<file path="src/rtl/i2c_regs_pkg.sv">
package i2c_regs_pkg;
  typedef enum logic [2:0] {
    S_IDLE,
    S_ID,
    S_ADDR,
    S_WDATA,
    S_WDONE,
    S_RDATA,
    S_IGNORE
  } tgt_state_e;
endpackage

</file>
<file path="src/rtl/i2c_bus_sampler.sv">
module i2c_bus_sampler #(
  parameter int SYNC_STAGES = 2
) (
  input  logic clk_i,
  input  logic rst_ni,
  input  logic scl_i,
  input  logic sda_i,
  output logic scl_o,
  output logic sda_o,
  output logic scl_rise_o,
  output logic scl_fall_o,
  output logic start_o,
  output logic stop_o
);
  localparam int LAST = SYNC_STAGES - 1;

  logic [SYNC_STAGES-1:0] scl_ff, sda_ff;
  logic scl_q, sda_q;

  for (genvar g = 0; g < SYNC_STAGES; g++) begin : g_stage
    if (g == 0) begin : g_first
      always_ff @(posedge clk_i or negedge rst_ni) begin
        if (!rst_ni) begin
          scl_ff[0] <= 1'b1;
          sda_ff[0] <= 1'b1;
        end else begin
          scl_ff[0] <= scl_i;
          sda_ff[0] <= sda_i;
        end
      end
    end else begin : g_next
      always_ff @(posedge clk_i or negedge rst_ni) begin
        if (!rst_ni) begin
          scl_ff[g] <= 1'b1;
          sda_ff[g] <= 1'b1;
        end else begin
          scl_ff[g] <= scl_ff[g-1];
          sda_ff[g] <= sda_ff[g-1];
        end
      end
    end
  end

  always_ff @(posedge clk_i or negedge rst_ni) begin
    if (!rst_ni) begin
      scl_q <= 1'b1;
      sda_q <= 1'b1;
    end else begin
      scl_q <= scl_ff[LAST];
      sda_q <= sda_ff[LAST];
    end
  end

  assign scl_o      = scl_ff[LAST];
  assign sda_o      = sda_ff[LAST];
  assign scl_rise_o = scl_o & ~scl_q;
  assign scl_fall_o = ~scl_o & scl_q;
  // SDA edge while SCL is held high
  assign start_o    = scl_o & scl_q & sda_q & ~sda_o;
  assign stop_o     = scl_o & scl_q & ~sda_q & sda_o;
endmodule

</file>
<file path="src/rtl/i2c_target_fsm.sv">
module i2c_target_fsm
  import i2c_regs_pkg::*;
#(
  parameter logic [3:0] DEV_CODE = 4'b0101
) (
  input  logic       clk_i,
  input  logic       rst_ni,
  input  logic       busy_i,
  input  logic       scl_i,
  input  logic       sda_i,
  input  logic       scl_rise_i,
  input  logic       scl_fall_i,
  input  logic       start_i,
  input  logic       stop_i,
  input  logic [2:0] strap_i,
  input  logic [7:0] rd_data_i,
  output logic [7:0] rd_ptr_o,
  output logic       sda_oe_o,
  output logic       commit_o,
  output logic [7:0] commit_addr_o,
  output logic [7:0] commit_data_o
);
  tgt_state_e state_q;
  logic [3:0] bit_cnt_q;
  logic [7:0] shift_q, tx_q, ptr_q, caddr_q, cdata_q;
  logic       oe_q, mack_q, rw_q, commit_q;
  logic       id_match;

  assign id_match = (shift_q[7:1] == {DEV_CODE, strap_i});

  always_ff @(posedge clk_i or negedge rst_ni) begin
    if (!rst_ni) begin
      state_q   <= S_IDLE;
      bit_cnt_q <= '0;
      shift_q   <= '0;
      tx_q      <= '0;
      ptr_q     <= '0;
      caddr_q   <= '0;
      cdata_q   <= '0;
      oe_q      <= 1'b0;
      mack_q    <= 1'b0;
      rw_q      <= 1'b0;
      commit_q  <= 1'b0;
    end else begin
      commit_q <= 1'b0;
      if (busy_i) begin
        // deaf while the commit window runs
        state_q   <= S_IDLE;
        oe_q      <= 1'b0;
        bit_cnt_q <= '0;
      end else if (stop_i) begin
        commit_q  <= (state_q == S_WDONE);
        state_q   <= S_IDLE;
        oe_q      <= 1'b0;
        bit_cnt_q <= '0;
      end else if (start_i) begin
        state_q   <= S_ID;
        oe_q      <= 1'b0;
        bit_cnt_q <= '0;
      end else if (scl_rise_i) begin
        case (state_q)
          S_ID, S_ADDR, S_WDATA: begin
            if (bit_cnt_q < 4'd8) shift_q <= {shift_q[6:0], sda_i};
            bit_cnt_q <= bit_cnt_q + 4'd1;
          end
          S_RDATA: begin
            if (bit_cnt_q == 4'd8) mack_q <= ~sda_i;
            bit_cnt_q <= bit_cnt_q + 4'd1;
          end
          default: ;
        endcase
      end else if (scl_fall_i) begin
        if (state_q == S_WDONE) begin
          // clocking a second data byte: drop the staged write
          state_q <= S_IGNORE;
        end else if (bit_cnt_q == 4'd8) begin
          case (state_q)
            S_ID: begin
              rw_q <= shift_q[0];
              if (id_match) oe_q <= 1'b1;
              else begin
                state_q   <= S_IGNORE;
                bit_cnt_q <= '0;
              end
            end
            S_ADDR: begin
              oe_q  <= 1'b1;
              ptr_q <= shift_q;
            end
            S_WDATA: begin
              oe_q    <= 1'b1;
              caddr_q <= ptr_q;
              cdata_q <= shift_q;
            end
            S_RDATA: begin
              oe_q  <= 1'b0;
              ptr_q <= ptr_q + 8'd1;
            end
            default: ;
          endcase
        end else if (bit_cnt_q == 4'd9) begin
          bit_cnt_q <= '0;
          oe_q      <= 1'b0;
          case (state_q)
            S_ID: begin
              if (rw_q) begin
                state_q <= S_RDATA;
                tx_q    <= rd_data_i;
                oe_q    <= ~rd_data_i[7];
              end else begin
                state_q <= S_ADDR;
              end
            end
            S_ADDR:  state_q <= S_WDATA;
            S_WDATA: state_q <= S_WDONE;
            S_RDATA: begin
              if (mack_q) begin
                tx_q <= rd_data_i;
                oe_q <= ~rd_data_i[7];
              end else begin
                state_q <= S_IGNORE;
              end
            end
            default: ;
          endcase
        end else if (state_q == S_RDATA && bit_cnt_q != 4'd0) begin
          oe_q <= ~tx_q[6];
          tx_q <= {tx_q[6:0], 1'b0};
        end
      end
    end
  end

  assign rd_ptr_o      = ptr_q;
  assign sda_oe_o      = oe_q;
  assign commit_o      = commit_q;
  assign commit_addr_o = caddr_q;
  assign commit_data_o = cdata_q;

  p_oe_quiet_busy_r5: assert property (@(posedge clk_i) disable iff (!rst_ni)
    busy_i |-> !oe_q);

  p_release_idle_r8: assert property (@(posedge clk_i) disable iff (!rst_ni)
    (state_q == S_IDLE || state_q == S_IGNORE) |-> !oe_q);

  p_oe_scl_low_r2: assert property (@(posedge clk_i) disable iff (!rst_ni)
    !$stable(oe_q) |-> !scl_i);
endmodule

</file>
<file path="src/rtl/i2c_commit_bank.sv">
module i2c_commit_bank #(
  parameter int         NUM_REGS      = 5,
  parameter int         COMMIT_CYCLES = 1000,
  parameter logic [7:0] RESET_VAL     = 8'h00
) (
  input  logic                  clk_i,
  input  logic                  rst_ni,
  input  logic                  commit_i,
  input  logic [7:0]            commit_addr_i,
  input  logic [7:0]            commit_data_i,
  input  logic [7:0]            rd_addr_i,
  output logic [7:0]            rd_data_o,
  output logic                  busy_o,
  output logic [NUM_REGS*8-1:0] regs_o
);
  localparam int CW = $clog2(COMMIT_CYCLES + 1);

  logic          busy_q, done;
  logic [CW-1:0] cnt_q;
  logic [7:0]    pend_addr_q, pend_data_q;

  always_ff @(posedge clk_i or negedge rst_ni) begin
    if (!rst_ni) begin
      busy_q      <= 1'b0;
      cnt_q       <= '0;
      pend_addr_q <= '0;
      pend_data_q <= '0;
    end else if (commit_i) begin
      busy_q      <= 1'b1;
      cnt_q       <= CW'(COMMIT_CYCLES - 1);
      pend_addr_q <= commit_addr_i;
      pend_data_q <= commit_data_i;
    end else if (busy_q) begin
      if (cnt_q == '0) busy_q <= 1'b0;
      else             cnt_q  <= cnt_q - 1'b1;
    end
  end

  assign done = busy_q && (cnt_q == '0);

  for (genvar i = 0; i < NUM_REGS; i++) begin : g_reg
    logic [7:0] val_q;
    always_ff @(posedge clk_i or negedge rst_ni) begin
      if (!rst_ni)                             val_q <= RESET_VAL;
      else if (done && pend_addr_q == 8'(i))   val_q <= pend_data_q;
    end
    assign regs_o[i*8 +: 8] = val_q;
  end

  // out-of-range locations read as all ones
  always_comb begin
    rd_data_o = 8'hFF;
    for (int k = 0; k < NUM_REGS; k++) begin
      if (rd_addr_i == 8'(k)) rd_data_o = regs_o[k*8 +: 8];
    end
  end

  assign busy_o = busy_q;

  p_no_commit_overlap_r5: assert property (@(posedge clk_i) disable iff (!rst_ni)
    commit_i |-> !busy_q);

  p_regs_hold_r3: assert property (@(posedge clk_i) disable iff (!rst_ni)
    !busy_q |=> $stable(regs_o));

  p_high_addr_no_write_r10: assert property (@(posedge clk_i) disable iff (!rst_ni)
    (done && pend_addr_q >= 8'(NUM_REGS)) |=> $stable(regs_o));
endmodule

</file>
<file path="src/rtl/i2c_deferred_regs.sv">
module i2c_deferred_regs #(
  parameter int         NUM_REGS      = 5,
  parameter int         COMMIT_CYCLES = 1000,
  parameter int         SYNC_STAGES   = 2,
  parameter logic [3:0] DEV_CODE      = 4'b0101,
  parameter logic [7:0] RESET_VAL     = 8'h00
) (
  input  logic                  clk_i,
  input  logic                  rst_ni,
  input  logic                  scl_i,
  input  logic                  sda_i,
  input  logic [2:0]            strap_i,
  output logic                  sda_oe_o,
  output logic [NUM_REGS*8-1:0] regs_o
);
  logic       scl_s, sda_s, scl_rise, scl_fall, start_det, stop_det;
  logic       busy, commit;
  logic [7:0] commit_addr, commit_data, rd_ptr, rd_data;

  i2c_bus_sampler #(
    .SYNC_STAGES(SYNC_STAGES)
  ) i_sampler (
    .clk_i      (clk_i),
    .rst_ni     (rst_ni),
    .scl_i      (scl_i),
    .sda_i      (sda_i),
    .scl_o      (scl_s),
    .sda_o      (sda_s),
    .scl_rise_o (scl_rise),
    .scl_fall_o (scl_fall),
    .start_o    (start_det),
    .stop_o     (stop_det)
  );

  i2c_target_fsm #(
    .DEV_CODE(DEV_CODE)
  ) i_fsm (
    .clk_i         (clk_i),
    .rst_ni        (rst_ni),
    .busy_i        (busy),
    .scl_i         (scl_s),
    .sda_i         (sda_s),
    .scl_rise_i    (scl_rise),
    .scl_fall_i    (scl_fall),
    .start_i       (start_det),
    .stop_i        (stop_det),
    .strap_i       (strap_i),
    .rd_data_i     (rd_data),
    .rd_ptr_o      (rd_ptr),
    .sda_oe_o      (sda_oe_o),
    .commit_o      (commit),
    .commit_addr_o (commit_addr),
    .commit_data_o (commit_data)
  );

  i2c_commit_bank #(
    .NUM_REGS      (NUM_REGS),
    .COMMIT_CYCLES (COMMIT_CYCLES),
    .RESET_VAL     (RESET_VAL)
  ) i_bank (
    .clk_i         (clk_i),
    .rst_ni        (rst_ni),
    .commit_i      (commit),
    .commit_addr_i (commit_addr),
    .commit_data_i (commit_data),
    .rd_addr_i     (rd_ptr),
    .rd_data_o     (rd_data),
    .busy_o        (busy),
    .regs_o        (regs_o)
  );
endmodule

</file>
<file path="config.mk">
export PLATFORM = sky130hd
export DESIGN_NAME = i2c_deferred_regs
export DESIGN_NICKNAME = d
export VERILOG_FILES = /design/src/rtl/i2c_regs_pkg.sv /design/src/rtl/i2c_bus_sampler.sv /design/src/rtl/i2c_target_fsm.sv /design/src/rtl/i2c_commit_bank.sv /design/src/rtl/i2c_deferred_regs.sv
export SDC_FILE = /design/constraint.sdc
export NUM_CORES = 1
export LEC_CHECK = 0
export BUFFER_PORTS_ARGS = -buffer_cell sky130_fd_sc_hd__buf_2
export CAP_MARGIN = 20
export CORE_ASPECT_RATIO = 1.25
export CORE_MARGIN = 8
export CORE_UTILIZATION = 50
export DETAILED_ROUTE_END_ITERATION = 8
export HOLD_SLACK_MARGIN = 0.05
export PLACE_DENSITY = 0.68
export SYNTH_ARGS = -nofsm -noshare
export SYNTH_HDL_FRONTEND = slang
export SYNTH_SLANG_ARGS = --single-unit
</file>
<file path="constraint.sdc">
create_clock -name clk_i -period 6.2 [get_ports clk_i]
set_clock_uncertainty 0.1 [all_clocks]
set_input_delay 0.62 -clock clk_i [delete_from_list [all_inputs] [get_ports clk_i]]
set_output_delay 0.62 -clock clk_i [all_outputs]
set_load 0.05 [all_outputs]
</file>
==> results.json <==
{
  "status": "completed",
  "synth_compound_area_frac": 0.105,
  "rr_worst_depth": 8,
  "tns_ps": 0,
  "wl_per_cell_microns": 19.3,
  "postSynthCellCount": 530,
  "root_buffer": "clkbuf_16",
  "slew_headroom": 0.376,
  "fp.dieH_microns": 137,
  "yosysTopAreaCell": "dfrtp_1",
  "worstPathArrival_ps": 3330,
  "regArea_sq_mm": 0.00309,
  "synth.top_cell.area_share": 0.497,
  "diodes": 0,
  "fin_crit_sh": 0.506,
  "syn_to_final_growth_pct": 15.5,
  "clock_latency_ps": 410,
  "first_pass_iters": 5,
  "holdCritPathClass": "input port to async pin",
  "drc": 0,
  "r2r_end": "i_fsm.state_q[0]",
  "synth_cell_type_count": 54,
  "setup_viol": 0,
  "slowest_stage": "a221oi_1",
  "dpl_cell_area_sq_mm": 0.00624,
  "fillers": 960,
  "period_minus_slack_ps": 3140,
  "yosys.area_share.simple": 0.148,
  "cp_data_required_time_ps": 6390,
  "p_int_w": 0.00159,
  "synth_seq_cells": 123,
  "coreArea_sq_mm": 0.0116,
  "ioPinCount": 48,
  "cts_buffer_depth": 2,
  "worst_pin_slew_ps": 933,
  "io_buffers": 47,
  "synth.avg_cell_area_sq_um": 11.1,
  "clock_sinks": 123,
  "post-dp-hpwl_mm": 9.78,
  "synth_ff_type": "dfrtp_1",
  "path_class": "flop to flop",
  "grt_pass1_vias": 4345,
  "timing.rr.start": "i_fsm.bit_cnt_q[0]",
  "layout.core_utilization": 0.589,
  "cts_tree": "yes",
  "worst_setup_path_end_kind": "flop",
  "fmax_mhz": 319,
  "num_vias": 4274,
  "drive_gt1_frac": 0.288,
  "p_sw_w": 0.000662,
  "grt_max_degree": 91,
  "totalWireLength_mm": 14.0,
  "reg2reg_slack_ps": 3060,
  "hold_viol": 0,
  "syn_area_sq_mm": 0.00589,
  "async_flop_share": 1.00,
  "place.gp.congestion": 0.905,
  "ctsResizeCount": 0,
  "max_stage_delay_ps": 680,
  "synth_adder_area_share": 0.0233,
  "p_per_area_mw_per_mm2": 331,
  "synth_nets": 548,
  "start_util": 0.510,
  "seqPwrFrac": 0.432,
  "synth_edf_count": 0,
  "rsz0062_at_grt": "false",
  "synth_most_common_cell": "dfrtp_1",
  "fin_nets": 594,
  "synth_mux_area_frac": 0.158,
  "multiInputGateArea_sq_mm": 0.00265,
  "cap_violations": 0,
  "cts_hold_buf": 0,
  "worstSetupStartpointType": "flop",
  "yosysWarnings": 0,
  "yosys-top-cells-area": "dfrtp_1 50%, mux2_2 15%, a21oi_1 3.8%",
  "path_clk_slew_ps": 50,
  "ir_drop_mv": 0.170,
  "rows": 44,
  "viasPerCell": 5.90,
  "h-tree-depth": 4,
  "yosys-top-cells-count": "117 x dfrtp_1, 78 x mux2_2, 45 x a21oi_1",
  "track_usage": 0.189,
  "grt_pass1_wl_mm": 23.1,
  "stdcell_area_sq_mm": 0.00681,
  "antenna_found_initial": 0,
  "cp_max_fo": 11,
  "ant_nets": 0,
  "grt_remaining_overflow": 0,
  "synth-xor-area-share": 0.0149,
  "p_leak_nw": 3.26,
  "synth_top_family_by_area": "multiplexers",
  "crit_chain": "inv_1 -> ha_1 -> nand3b_1 -> or3_1 -> o21a_1 -> a221oi_1 -> nor2_1 -> mux2_2",
  "slew_viol_final": 0,
  "numCtsBuffers": 17,
  "seq_area_frac_synth": 0.523,
  "die_x_microns": 113,
  "postCtsSetupRepairBufs": 0,
  "p_comb_frac": 0.166,
  "clockPowerShare": 0.402,
  "netSwitchingFraction": 0.294,
  "dieArea_sq_mm": 0.0155,
  "drt_iter0_markers": 262
}
-- per-layer routing --
layer,GRT usage,share of wire,up-vias
met3,0.0421,0.047,15
met1,0.231,0.43,2149
met5,0,0,-
met4,0.0697,0.015,0
met2,0.320,0.51,109
li1,-,-,2001
-- power groups by stage --
| stage | Sequential [W] | Combinational, W | Clock (W) |
|---|---|---|---|
| 2_1_floorplan | 0.000936 | 0.000291 | 0 |
| 3_3_place_gp | 0.000981 | 0.000357 | 0 |
| 3_5_place_dp | 0.000984 | 0.000368 | 0 |
| 4_1_cts | 0.000973 | 0.000372 | 0.000919 |
| 5_1_grt | 0.000989 | 0.000421 | 0.000957 |
| 6_report | 0.000973 | 0.000375 | 0.000905 |
-- area by class of cell --
type,instances,area share
well taps,138,0.0254
clock buffers,22,0.0696
multi-input cells,364,0.388
flip-flops and latches,123,0.453
inverters,18,0.00992
repair buffers,52,0.0434
clock inverters,8,0.0103
-- worst max-delay path, delay by kind of cell, from the launching register on --
kind	cells	cell delay, ps
simple gates	3	930
flops	1	430
mux	1	290
buf+inv	1	110
compound gates	2	900
fa+ha+maj	1	260
-- worst max path at each step --
stage	startpoint	end	slack (ps)	depth (start not counted)
floorplan	i_bank.pend_addr_q[5]	i_bank.g_reg[1].val_q[0]	3650	6
global placement	i_fsm.bit_cnt_q[0]	i_fsm.state_q[0]	3170	8
detailed placement	i_fsm.bit_cnt_q[0]	i_fsm.state_q[0]	3120	8
CTS	i_fsm.bit_cnt_q[0]	i_fsm.state_q[0]	3090	8
global route	i_fsm.bit_cnt_q[1]	i_fsm.state_q[0]	2850	8
finish	i_fsm.bit_cnt_q[0]	i_fsm.state_q[0]	3060	8
-- cells in the final DEF, fill, tap and decap left out, types with 3 or more instances in the layout --
cell type and instances:
and2_1 3, mux2i_1 4, mux2_2 78, o22ai_1 4, buf_4 5, buf_2 46, nand4_1 4, xor2_1 5
or3_1 10, nand2_1 34, nor2_1 21, ha_1 11, nor3_1 13, nand2b_1 12, clkinv_2 5, clkbuf_8 3
nor3b_1 8, and3_1 4, o31ai_1 10, xnor2_1 5, nor2b_1 12, dfstp_2 6, a21oi_1 45, dfrtp_1 117
nand3_1 12, clkbuf_16 17, o21ai_0 26, inv_1 17, nor4_1 10
-- per-stage QoR --
step	cells	hold slack [ps]	total power (W)	setup WS [ps]
global placement	694	247	0.00134	3170
global route	725	90.4	0.00237	2850
floorplan	530	224	0.00123	3650
finish	725	58.8	0.00225	3060
detailed placement	694	248	0.00135	3120
CTS	724	70.5	0.00226	3090
-- cell families after synthesis --
logic type / Yosys count
and+or+nand+nor: 155
DFF: 123
AOI/OAI and AO/OA: 105
muxes: 83
buffers and inverters: 43
adders and majority gates: 11
xor gates and xnor gates: 10
-- state kept, by name (all words and copies together), names as in the netlist, 4 cells and up --
signal / count
i_fsm.tx_q: 7
i_fsm.commit_data_o: 8
i_fsm.commit_addr_o: 8
i_fsm.bit_cnt_q: 4
i_bank.pend_addr_q: 8
i_bank.cnt_q: 10
i_fsm.rd_ptr_o: 8
i_fsm.shift_q: 8
i_bank.g.val_q: 40
i_bank.pend_data_q: 8
No activity file was read; power rests on OpenSTA's default activity.
